--- src/rtl/dwc_pkg.sv ---
package dwc_pkg;
  localparam int ADDR_W = 32;
  localparam int DATA_W = 32;
  localparam int BE_W   = DATA_W / 8;
  localparam int CMD_W  = 4;

  localparam logic [CMD_W-1:0] CMD_IO_WR  = 4'b0011;
  localparam logic [CMD_W-1:0] CMD_CFG_WR = 4'b1011;

  typedef enum logic [1:0] {
    TR_DONE   = 2'd0,
    TR_RETRY  = 2'd1,
    TR_TABORT = 2'd2,
    TR_MABORT = 2'd3
  } tgt_code_t;

  typedef struct packed {
    logic [CMD_W-1:0]  cmd;
    logic [ADDR_W-1:0] addr;
    logic              apar;
    logic [DATA_W-1:0] data;
    logic [BE_W-1:0]   be_n;
    logic              dpar;
  } dwc_entry_t;

  // delayed path: I/O write, or configuration write of type 1
  function automatic logic is_delayed_wr(input logic [CMD_W-1:0] cmd,
                                         input logic [1:0] addr_lo);
    return (cmd == CMD_IO_WR) || ((cmd == CMD_CFG_WR) && (addr_lo == 2'b01));
  endfunction

  // compare only the bytes whose active-low enable is asserted
  function automatic logic masked_eq(input logic [DATA_W-1:0] a,
                                     input logic [DATA_W-1:0] b,
                                     input logic [BE_W-1:0]   be_n);
    logic ok;
    ok = 1'b1;
    for (int i = 0; i < BE_W; i++)
      if (!be_n[i] && (a[8*i +: 8] != b[8*i +: 8])) ok = 1'b0;
    return ok;
  endfunction
endpackage

--- src/rtl/dwc_queue.sv ---
module dwc_queue
  import dwc_pkg::*;
#(
  parameter int DEPTH = 4
) (
  input  logic              clk,
  input  logic              rst_n,
  input  logic              push,
  input  dwc_entry_t        push_e,
  input  logic              pop,
  input  logic              mark_done,
  input  logic              mark_err,
  input  logic [CMD_W-1:0]  key_cmd,
  input  logic [ADDR_W-1:0] key_addr,
  output logic              key_hit,
  output logic              full,
  output logic              empty,
  output dwc_entry_t        head_e,
  output logic              head_done,
  output logic              head_err
);
  localparam int PW = (DEPTH > 1) ? $clog2(DEPTH) : 1;
  localparam logic [PW:0] FULL_CNT = (PW+1)'(DEPTH);

  dwc_entry_t       mem [DEPTH];
  logic [PW-1:0]    rd_ptr, wr_ptr;
  logic [PW:0]      cnt;
  logic [DEPTH-1:0] slot_hit;

  function automatic logic [PW-1:0] bump(input logic [PW-1:0] p);
    return (p == PW'(DEPTH-1)) ? '0 : p + PW'(1);
  endfunction

  assign full    = (cnt == FULL_CNT);
  assign empty   = (cnt == '0);
  assign head_e  = mem[rd_ptr];
  assign key_hit = |slot_hit;

  // per-slot liveness and address/command lookup
  for (genvar i = 0; i < DEPTH; i++) begin : g_slot
    logic [PW:0] off;
    assign off = (PW'(i) >= rd_ptr) ? ({1'b0, PW'(i)} - {1'b0, rd_ptr})
                                    : ((PW+1)'(i + DEPTH) - {1'b0, rd_ptr});
    assign slot_hit[i] = (off < cnt) && (mem[i].cmd == key_cmd) &&
                         (mem[i].addr == key_addr);
  end

  always_ff @(posedge clk) begin
    if (push) mem[wr_ptr] <= push_e;
  end

  always_ff @(posedge clk) begin
    if (!rst_n) begin
      rd_ptr    <= '0;
      wr_ptr    <= '0;
      cnt       <= '0;
      head_done <= 1'b0;
      head_err  <= 1'b0;
    end else begin
      if (push) wr_ptr <= bump(wr_ptr);
      if (pop) begin
        rd_ptr    <= bump(rd_ptr);
        head_done <= 1'b0;
        head_err  <= 1'b0;
      end else if (mark_done) begin
        head_done <= 1'b1;
        head_err  <= mark_err;
      end
      case ({push, pop})
        2'b10:   cnt <= cnt + (PW+1)'(1);
        2'b01:   cnt <= cnt - (PW+1)'(1);
        default: cnt <= cnt;
      endcase
    end
  end
endmodule

--- src/rtl/dwc_init_side.sv ---
module dwc_init_side
  import dwc_pkg::*;
(
  input  logic              clk,
  input  logic              rst_n,
  input  logic              in_valid,
  output logic              in_ready,
  input  logic [CMD_W-1:0]  in_cmd,
  input  logic [ADDR_W-1:0] in_addr,
  input  logic              in_apar,
  input  logic [DATA_W-1:0] in_data,
  input  logic [BE_W-1:0]   in_be_n,
  input  logic              in_dpar,
  input  logic              in_multi,
  input  logic              q_full,
  input  logic              q_empty,
  input  logic              q_hit,
  input  logic              q_head_done,
  input  logic              q_head_err,
  input  logic [CMD_W-1:0]  head_cmd,
  input  logic [ADDR_W-1:0] head_addr,
  input  logic [DATA_W-1:0] head_data,
  input  logic [BE_W-1:0]   head_be_n,
  output logic              push,
  output dwc_entry_t        push_e,
  output logic              pop,
  output logic              rsp_valid,
  output logic              rsp_devsel,
  output logic              rsp_trdy,
  output logic              rsp_stop
);
  logic acc, qual, head_match;

  assign acc  = in_valid && in_ready;
  assign qual = is_delayed_wr(in_cmd, in_addr[1:0]);

  assign head_match = !q_empty && q_head_done &&
                      (head_cmd == in_cmd) && (head_addr == in_addr) &&
                      (head_be_n == in_be_n) &&
                      masked_eq(head_data, in_data, in_be_n);

  assign pop  = acc && qual && head_match;
  assign push = acc && qual && !head_match && !q_hit && !q_full;

  always_comb begin
    push_e      = '0;
    push_e.cmd  = in_cmd;
    push_e.addr = in_addr;
    push_e.apar = in_apar;
    push_e.data = in_data;
    push_e.be_n = in_be_n;
    push_e.dpar = in_dpar;
  end

  always_ff @(posedge clk) begin
    if (!rst_n) begin
      in_ready   <= 1'b0;
      rsp_valid  <= 1'b0;
      rsp_devsel <= 1'b0;
      rsp_trdy   <= 1'b0;
      rsp_stop   <= 1'b0;
    end else begin
      in_ready   <= 1'b1;
      rsp_valid  <= acc;
      rsp_devsel <= acc && qual && !(head_match && q_head_err);
      rsp_trdy   <= acc && qual && head_match && !q_head_err;
      rsp_stop   <= acc && qual && (!head_match || q_head_err || in_multi);
    end
  end
endmodule

--- src/rtl/dwc_tgt_side.sv ---
module dwc_tgt_side
  import dwc_pkg::*;
#(
  parameter int LIM_DEF_LOG2 = 24,
  parameter int LIM_MAX_LOG2 = 32
) (
  input  logic       clk,
  input  logic       rst_n,
  input  logic       q_empty,
  input  logic       q_head_done,
  input  dwc_entry_t head_e,
  input  logic       order_ok,
  output logic       out_valid,
  input  logic       out_ready,
  output dwc_entry_t out_e,
  input  logic       tgt_rsp_valid,
  input  logic [1:0] tgt_rsp,
  input  logic       lim_max,
  input  logic       serr_en,
  output logic       mark_done,
  output logic       mark_err,
  output logic       sys_err,
  output logic       serr_o
);
  localparam int CW = LIM_MAX_LOG2 + 1;

  typedef enum logic [1:0] {T_IDLE, T_ISSUE, T_WAIT} tstate_t;

  tstate_t   state;
  logic [CW-1:0] tries, lim, tries_nxt;
  tgt_code_t code;
  logic      exhaust;

  assign lim       = lim_max ? (CW'(1) << LIM_MAX_LOG2) : (CW'(1) << LIM_DEF_LOG2);
  assign tries_nxt = tries + CW'(1);
  assign code      = tgt_code_t'(tgt_rsp);
  assign out_valid = (state == T_ISSUE);
  assign out_e     = head_e;

  always_comb begin
    mark_done = 1'b0;
    mark_err  = 1'b0;
    exhaust   = 1'b0;
    if (state == T_WAIT && tgt_rsp_valid) begin
      case (code)
        TR_DONE:  mark_done = 1'b1;
        TR_RETRY: begin
          exhaust   = (tries_nxt == lim);
          mark_done = exhaust;
          mark_err  = exhaust;
        end
        default: begin
          mark_done = 1'b1;
          mark_err  = 1'b1;
        end
      endcase
    end
  end

  always_ff @(posedge clk) begin
    if (!rst_n) begin
      state   <= T_IDLE;
      tries   <= '0;
      sys_err <= 1'b0;
      serr_o  <= 1'b0;
    end else begin
      sys_err <= exhaust;
      serr_o  <= exhaust && serr_en;
      case (state)
        T_IDLE:  if (!q_empty && !q_head_done && order_ok) state <= T_ISSUE;
        T_ISSUE: if (out_ready) state <= T_WAIT;
        default: if (tgt_rsp_valid) begin
          state <= T_IDLE;
          tries <= (code == TR_RETRY && !exhaust) ? tries_nxt : '0;
        end
      endcase
    end
  end
endmodule

--- src/rtl/dwc_ctrl.sv ---
module dwc_ctrl
  import dwc_pkg::*;
#(
  parameter int DEPTH        = 4,
  parameter int LIM_DEF_LOG2 = 24,
  parameter int LIM_MAX_LOG2 = 32
) (
  input  logic        clk,
  input  logic        rst_n,
  input  logic        in_valid,
  output logic        in_ready,
  input  logic [3:0]  in_cmd,
  input  logic [31:0] in_addr,
  input  logic        in_apar,
  input  logic [31:0] in_data,
  input  logic [3:0]  in_be_n,
  input  logic        in_dpar,
  input  logic        in_multi,
  output logic        rsp_valid,
  output logic        rsp_devsel,
  output logic        rsp_trdy,
  output logic        rsp_stop,
  input  logic        order_ok,
  output logic        out_valid,
  input  logic        out_ready,
  output logic [3:0]  out_cmd,
  output logic [31:0] out_addr,
  output logic        out_apar,
  output logic [31:0] out_data,
  output logic [3:0]  out_be_n,
  output logic        out_dpar,
  input  logic        tgt_rsp_valid,
  input  logic [1:0]  tgt_rsp,
  input  logic        lim_max,
  input  logic        serr_en,
  output logic        sys_err,
  output logic        serr_o
);
  logic       q_push, q_pop, q_hit, q_full, q_empty, q_head_done, q_head_err;
  logic       q_mark_done, q_mark_err;
  dwc_entry_t q_push_e, q_head_e, t_out_e;

  dwc_queue #(.DEPTH(DEPTH)) queue_i (
    .clk(clk), .rst_n(rst_n), .push(q_push), .push_e(q_push_e), .pop(q_pop),
    .mark_done(q_mark_done), .mark_err(q_mark_err),
    .key_cmd(in_cmd), .key_addr(in_addr), .key_hit(q_hit),
    .full(q_full), .empty(q_empty), .head_e(q_head_e),
    .head_done(q_head_done), .head_err(q_head_err)
  );

  dwc_init_side init_i (
    .clk(clk), .rst_n(rst_n), .in_valid(in_valid), .in_ready(in_ready),
    .in_cmd(in_cmd), .in_addr(in_addr), .in_apar(in_apar), .in_data(in_data),
    .in_be_n(in_be_n), .in_dpar(in_dpar), .in_multi(in_multi),
    .q_full(q_full), .q_empty(q_empty), .q_hit(q_hit),
    .q_head_done(q_head_done), .q_head_err(q_head_err),
    .head_cmd(q_head_e.cmd), .head_addr(q_head_e.addr),
    .head_data(q_head_e.data), .head_be_n(q_head_e.be_n),
    .push(q_push), .push_e(q_push_e), .pop(q_pop),
    .rsp_valid(rsp_valid), .rsp_devsel(rsp_devsel), .rsp_trdy(rsp_trdy),
    .rsp_stop(rsp_stop)
  );

  dwc_tgt_side #(.LIM_DEF_LOG2(LIM_DEF_LOG2), .LIM_MAX_LOG2(LIM_MAX_LOG2)) tgt_i (
    .clk(clk), .rst_n(rst_n), .q_empty(q_empty), .q_head_done(q_head_done),
    .head_e(q_head_e), .order_ok(order_ok), .out_valid(out_valid),
    .out_ready(out_ready), .out_e(t_out_e), .tgt_rsp_valid(tgt_rsp_valid),
    .tgt_rsp(tgt_rsp), .lim_max(lim_max), .serr_en(serr_en),
    .mark_done(q_mark_done), .mark_err(q_mark_err),
    .sys_err(sys_err), .serr_o(serr_o)
  );

  assign out_cmd  = t_out_e.cmd;
  assign out_addr = t_out_e.addr;
  assign out_apar = t_out_e.apar;
  assign out_data = t_out_e.data;
  assign out_be_n = t_out_e.be_n;
  assign out_dpar = t_out_e.dpar;
endmodule

--- config.mk ---
export PLATFORM = sky130hd
export DESIGN_NAME = dwc_ctrl
export DESIGN_NICKNAME = d
export VERILOG_FILES = /design/src/rtl/dwc_pkg.sv /design/src/rtl/dwc_queue.sv /design/src/rtl/dwc_init_side.sv /design/src/rtl/dwc_tgt_side.sv /design/src/rtl/dwc_ctrl.sv
export SDC_FILE = /design/constraint.sdc
export NUM_CORES = 1
export LEC_CHECK = 0
export ABC_AREA = 0
export BUFFER_PORTS_ARGS = -buffer_cell sky130_fd_sc_hd__buf_2
export CAP_MARGIN = 40
export CORE_UTILIZATION = 45
export CTS_CLUSTER_DIAMETER = 80
export DETAILED_ROUTE_END_ITERATION = 10
export MAX_ROUTING_LAYER = met4
export PLACE_DENSITY = 0.68
export SETUP_SLACK_MARGIN = 0.5
export SYNTH_ARGS = -nofsm -noshare
export SYNTH_HDL_FRONTEND = slang
export SYNTH_SLANG_ARGS = --single-unit
--- constraint.sdc ---
create_clock -name clk -period 5.2 [get_ports clk]
set_input_delay 0.78 -clock clk [delete_from_list [all_inputs] [get_ports clk]]
set_output_delay 0.78 -clock clk [all_outputs]
set_load 0.02 [all_outputs]
==> impl_results.md <==
- Outcome: finished, final reports clean
- Highest clock rate: 224 MHz
- Crit start category: flop
- Yosys reg bits: 349
- Placed Instances: ~1900
- Slew HR: just under 40%
- Synth Flop Type: edfxtp_1
- Mapped Cells: 1255
- Setup Viol. Count Final: 0
- CP Capture Type: flop
- CTS Sinks: 349
- Clock tree buffer depth: 3
- Latest clock arrival within the worst-skew pair: 0.58 ns
- Detail Placement HPWL: slightly above 30000 um
- Post-synth EDFFs: approximately 300
- Die ar.: between 30000 and 40000 sq um
- Power share of the sequential group: between 50% and 60%
- Port Buf Inserts: about 170
- Synth top area share: about half
- Via Count: approximately 11000
- Area delta synth->final: 14.9%
- Max_cap viols: 0
- Clock skew: between 0.03 and 0.04 ns
- Die width: approximately 200 um
- Critical Path RT: 5.61 ns
- Initial core utilization: a little under half
- Chip height: about 200 um
- Part of the cycle the worst path needs: a little under nine tenths
- CTS root buffer: clkbuf_16
- Gr ovfl total: 0
- Synth async-reset ratio: 0%
- Drt initial violations: between 1000 and 1500
- Nets: 1491
- Peak VDD IR: between 300 and 400 uV
- CTS tree: done
- Commonest non-fill, non-tap cell in the layout: edfxtp_1
- Largest fanout on the critical path: 24
- Main area contributors after synthesis: edfxtp_1 (52%), mux4_2 (7.9%), xor2_1 (6.8%), dfxtp_1 (6.2%), xnor2_1 (4.1%)
- Hold violation total from the final report: 0
- Internal power: 4.66 mW
- Initial antenna violation count: 3
- Sequential share of the synthesized area: 58.0%
- Commonest cells after routing, fill and taps aside: edfxtp_1 (296), buf_2 (166), xor2_1 (133)
- Pwr dens: roughly 310 nW/um^2
- Area taken by multi-input logic gates: between 6000 and 7000 sq um
- Hold Buf Count CTS: 0
- Total negative setup slack: 0 ns
- Hold WS: about 0.42 ns
- DP Area: ~18000 sq um
- RSZ-0062 raised after global routing: no
- Clock Power Share: 45.1%
- DR pass1 iterations: 8
- Clk pin slew, worst setup/hold paths: 0.06 ns
- Worst Hold Class: input pin to flop
- Post-Place Worst Slack: 0.672 ns
- Syn_nets: 1356
- Yosys top cell by area: edfxtp_1
- Fin area: approximately 20000 sq um
- YS warnings: 0
- Global-route wire length before repair: 67000 um
- Rows: 71
- Setup Fix Bufs, Post-CTS: 0
- Final worst slack: 0.741 ns
- FF+latch area: between 9000 and 10000 sq um
- Mapped cell area: between 15000 and 20000 sq um
- Cts repair resizes: 0
- P_leak: 6.60 nW
- Largest net degree at the start of global routing: 53
- CP Data Arrival Time: 4.87 ns
- Vias in the first global route: approximately 11000
- TritonCTS Buffers: 40
- Measured slew at the worst slew-check pin: between 0.9 and 1 ns
- P_sw: between 1 and 1.5 mW
- Vias per cell: 5.81
- Final cell count without fillers: ~1900
- RePlAce Congestion: around 0.94
- I/O pin count: between 150 and 200
- WS Path Type: flop to flop
- # DRC: 0
- Fin. max-slew vios: 0
- Final WL: around 45000 um
- CTS H-tree lvls: 2
- Wire per inst: around 23 um
- Distinct cells, synth: 72
- Logic pwr share: roughly 4.3%
- Routed Antenna Nets: 0
- Syn avg cell area: between 10 and 15 sq um
- Share of layout cells above drive strength 1: 22.8%
- Core area: 37600 sq um
- # fillers: 3195
- Gr usage total: 23.9%
- Tmin final: about 4.5 ns
- Switch share: 22.6%
[Yosys cell counts, drive strengths merged, types with 11 or more instances]
library cell    n
or3            15
nand2          52
mux2i          51
or4            11
and3           18
ha             15
nand4          54
edfxtp        296
and2           12
o21ai          17
nor2           32
a21oi          40
xnor2          80
clkbuf         58
buf            34
inv            25
dfxtp          53
nand3          30
xor2          133
nor3           16
mux4           60
o31ai          11
nor4           41
[layer usage]
layer  wire length (um)  vias up  GRT usage, %
li1                   -     5071             -
met1              18400     5591          31.3
met2              21200      487          36.4
met3               4030       88          5.33
met4               1470        0          8.79
met5                  0        -             -
[power by group through the flow]
stage                     combinational (mW)  clock [mW]  sequential [mW]
after floorplan                        0.135           0             3.10
after global placement                 0.254           0             3.10
after detailed placement               0.258           0             3.10
after CTS                              0.260        2.76             3.04
after global routing                   0.279        2.87             3.04
final                                  0.261        2.72             3.04
[metrics by stage]
stage                     power [mW]  utilization [%]
after CTS                       6.06             52.4
after detailed placement        3.36             49.0
after global placement          3.35             49.0
after global routing            6.18             52.4
final                           6.02             52.4
after floorplan                 3.24                -
[worst max-delay path, cell delays in order, from the launching register on]
cell     delay (ns)
dfxtp_4        0.64
buf_4          0.32
mux2i_1        0.41
mux2i_1        0.17
a221o_1        0.37
nor3_1         0.31
nand3_1        0.10
or4b_1         0.55
or3_1          0.42
fa_1           0.39
or3_1          0.40
a21oi_1        0.15
nor3b_1        0.07
[sequential cells by signal (all words and copies together) (netlist names), named ones only]
register	count
queue_i.mem	296
tgt_i.serr_o	1
init_i.rsp_stop	1
queue_i.rd_ptr	2
queue_i.head_err	1
queue_i.wr_ptr	2
queue_i.head_done	1
init_i.rsp_devsel	1
tgt_i.state	2
tgt_i.tries	33
queue_i.cnt	3
init_i.in_ready	1
init_i.rsp_trdy	1
init_i.rsp_valid	1
tgt_i.sys_err	1
[cells by family (layout without fill, tap and decap cells)]
kind of cell / Yosys count / in the layout / synth area share (%)
simple gates: 313 / 313 / 10.3
mux: 116 / 116 / 11.2
other cells: 0 / 2 / 0
flops: 349 / 349 / 58.0
xor+xnor: 213 / 213 / 10.9
compound gates: 130 / 130 / 5.21
buf+inv: 117 / 283 / 3.12
fa+ha+maj: 17 / 17 / 1.27
[path summary, 6_finish.rpt]
check	start	endpoint	slack, ns	depth (start not counted)
hold reg to reg	queue_i.cnt[1]	queue_i.cnt[1]	0.50	2
hold / removal	serr_en	tgt_i.serr_o	0.42	2
setup reg to reg	flop	queue_i.cnt[2]	0.74	12
setup / recovery	flop	queue_i.cnt[2]	0.74	12
[final cells by class]
class / count / area share, %
antenna: 2 / 0.0254
clock buffer: 53 / 5.45
clock inverter: 20 / 0.991
inverter: 25 / 0.476
multi-input combinational: 789 / 33.9
sequential: 349 / 50.5
tap: 511 / 3.25
timing repair buffer: 185 / 5.39
Note: power is estimated with default switching activity, not from simulation.
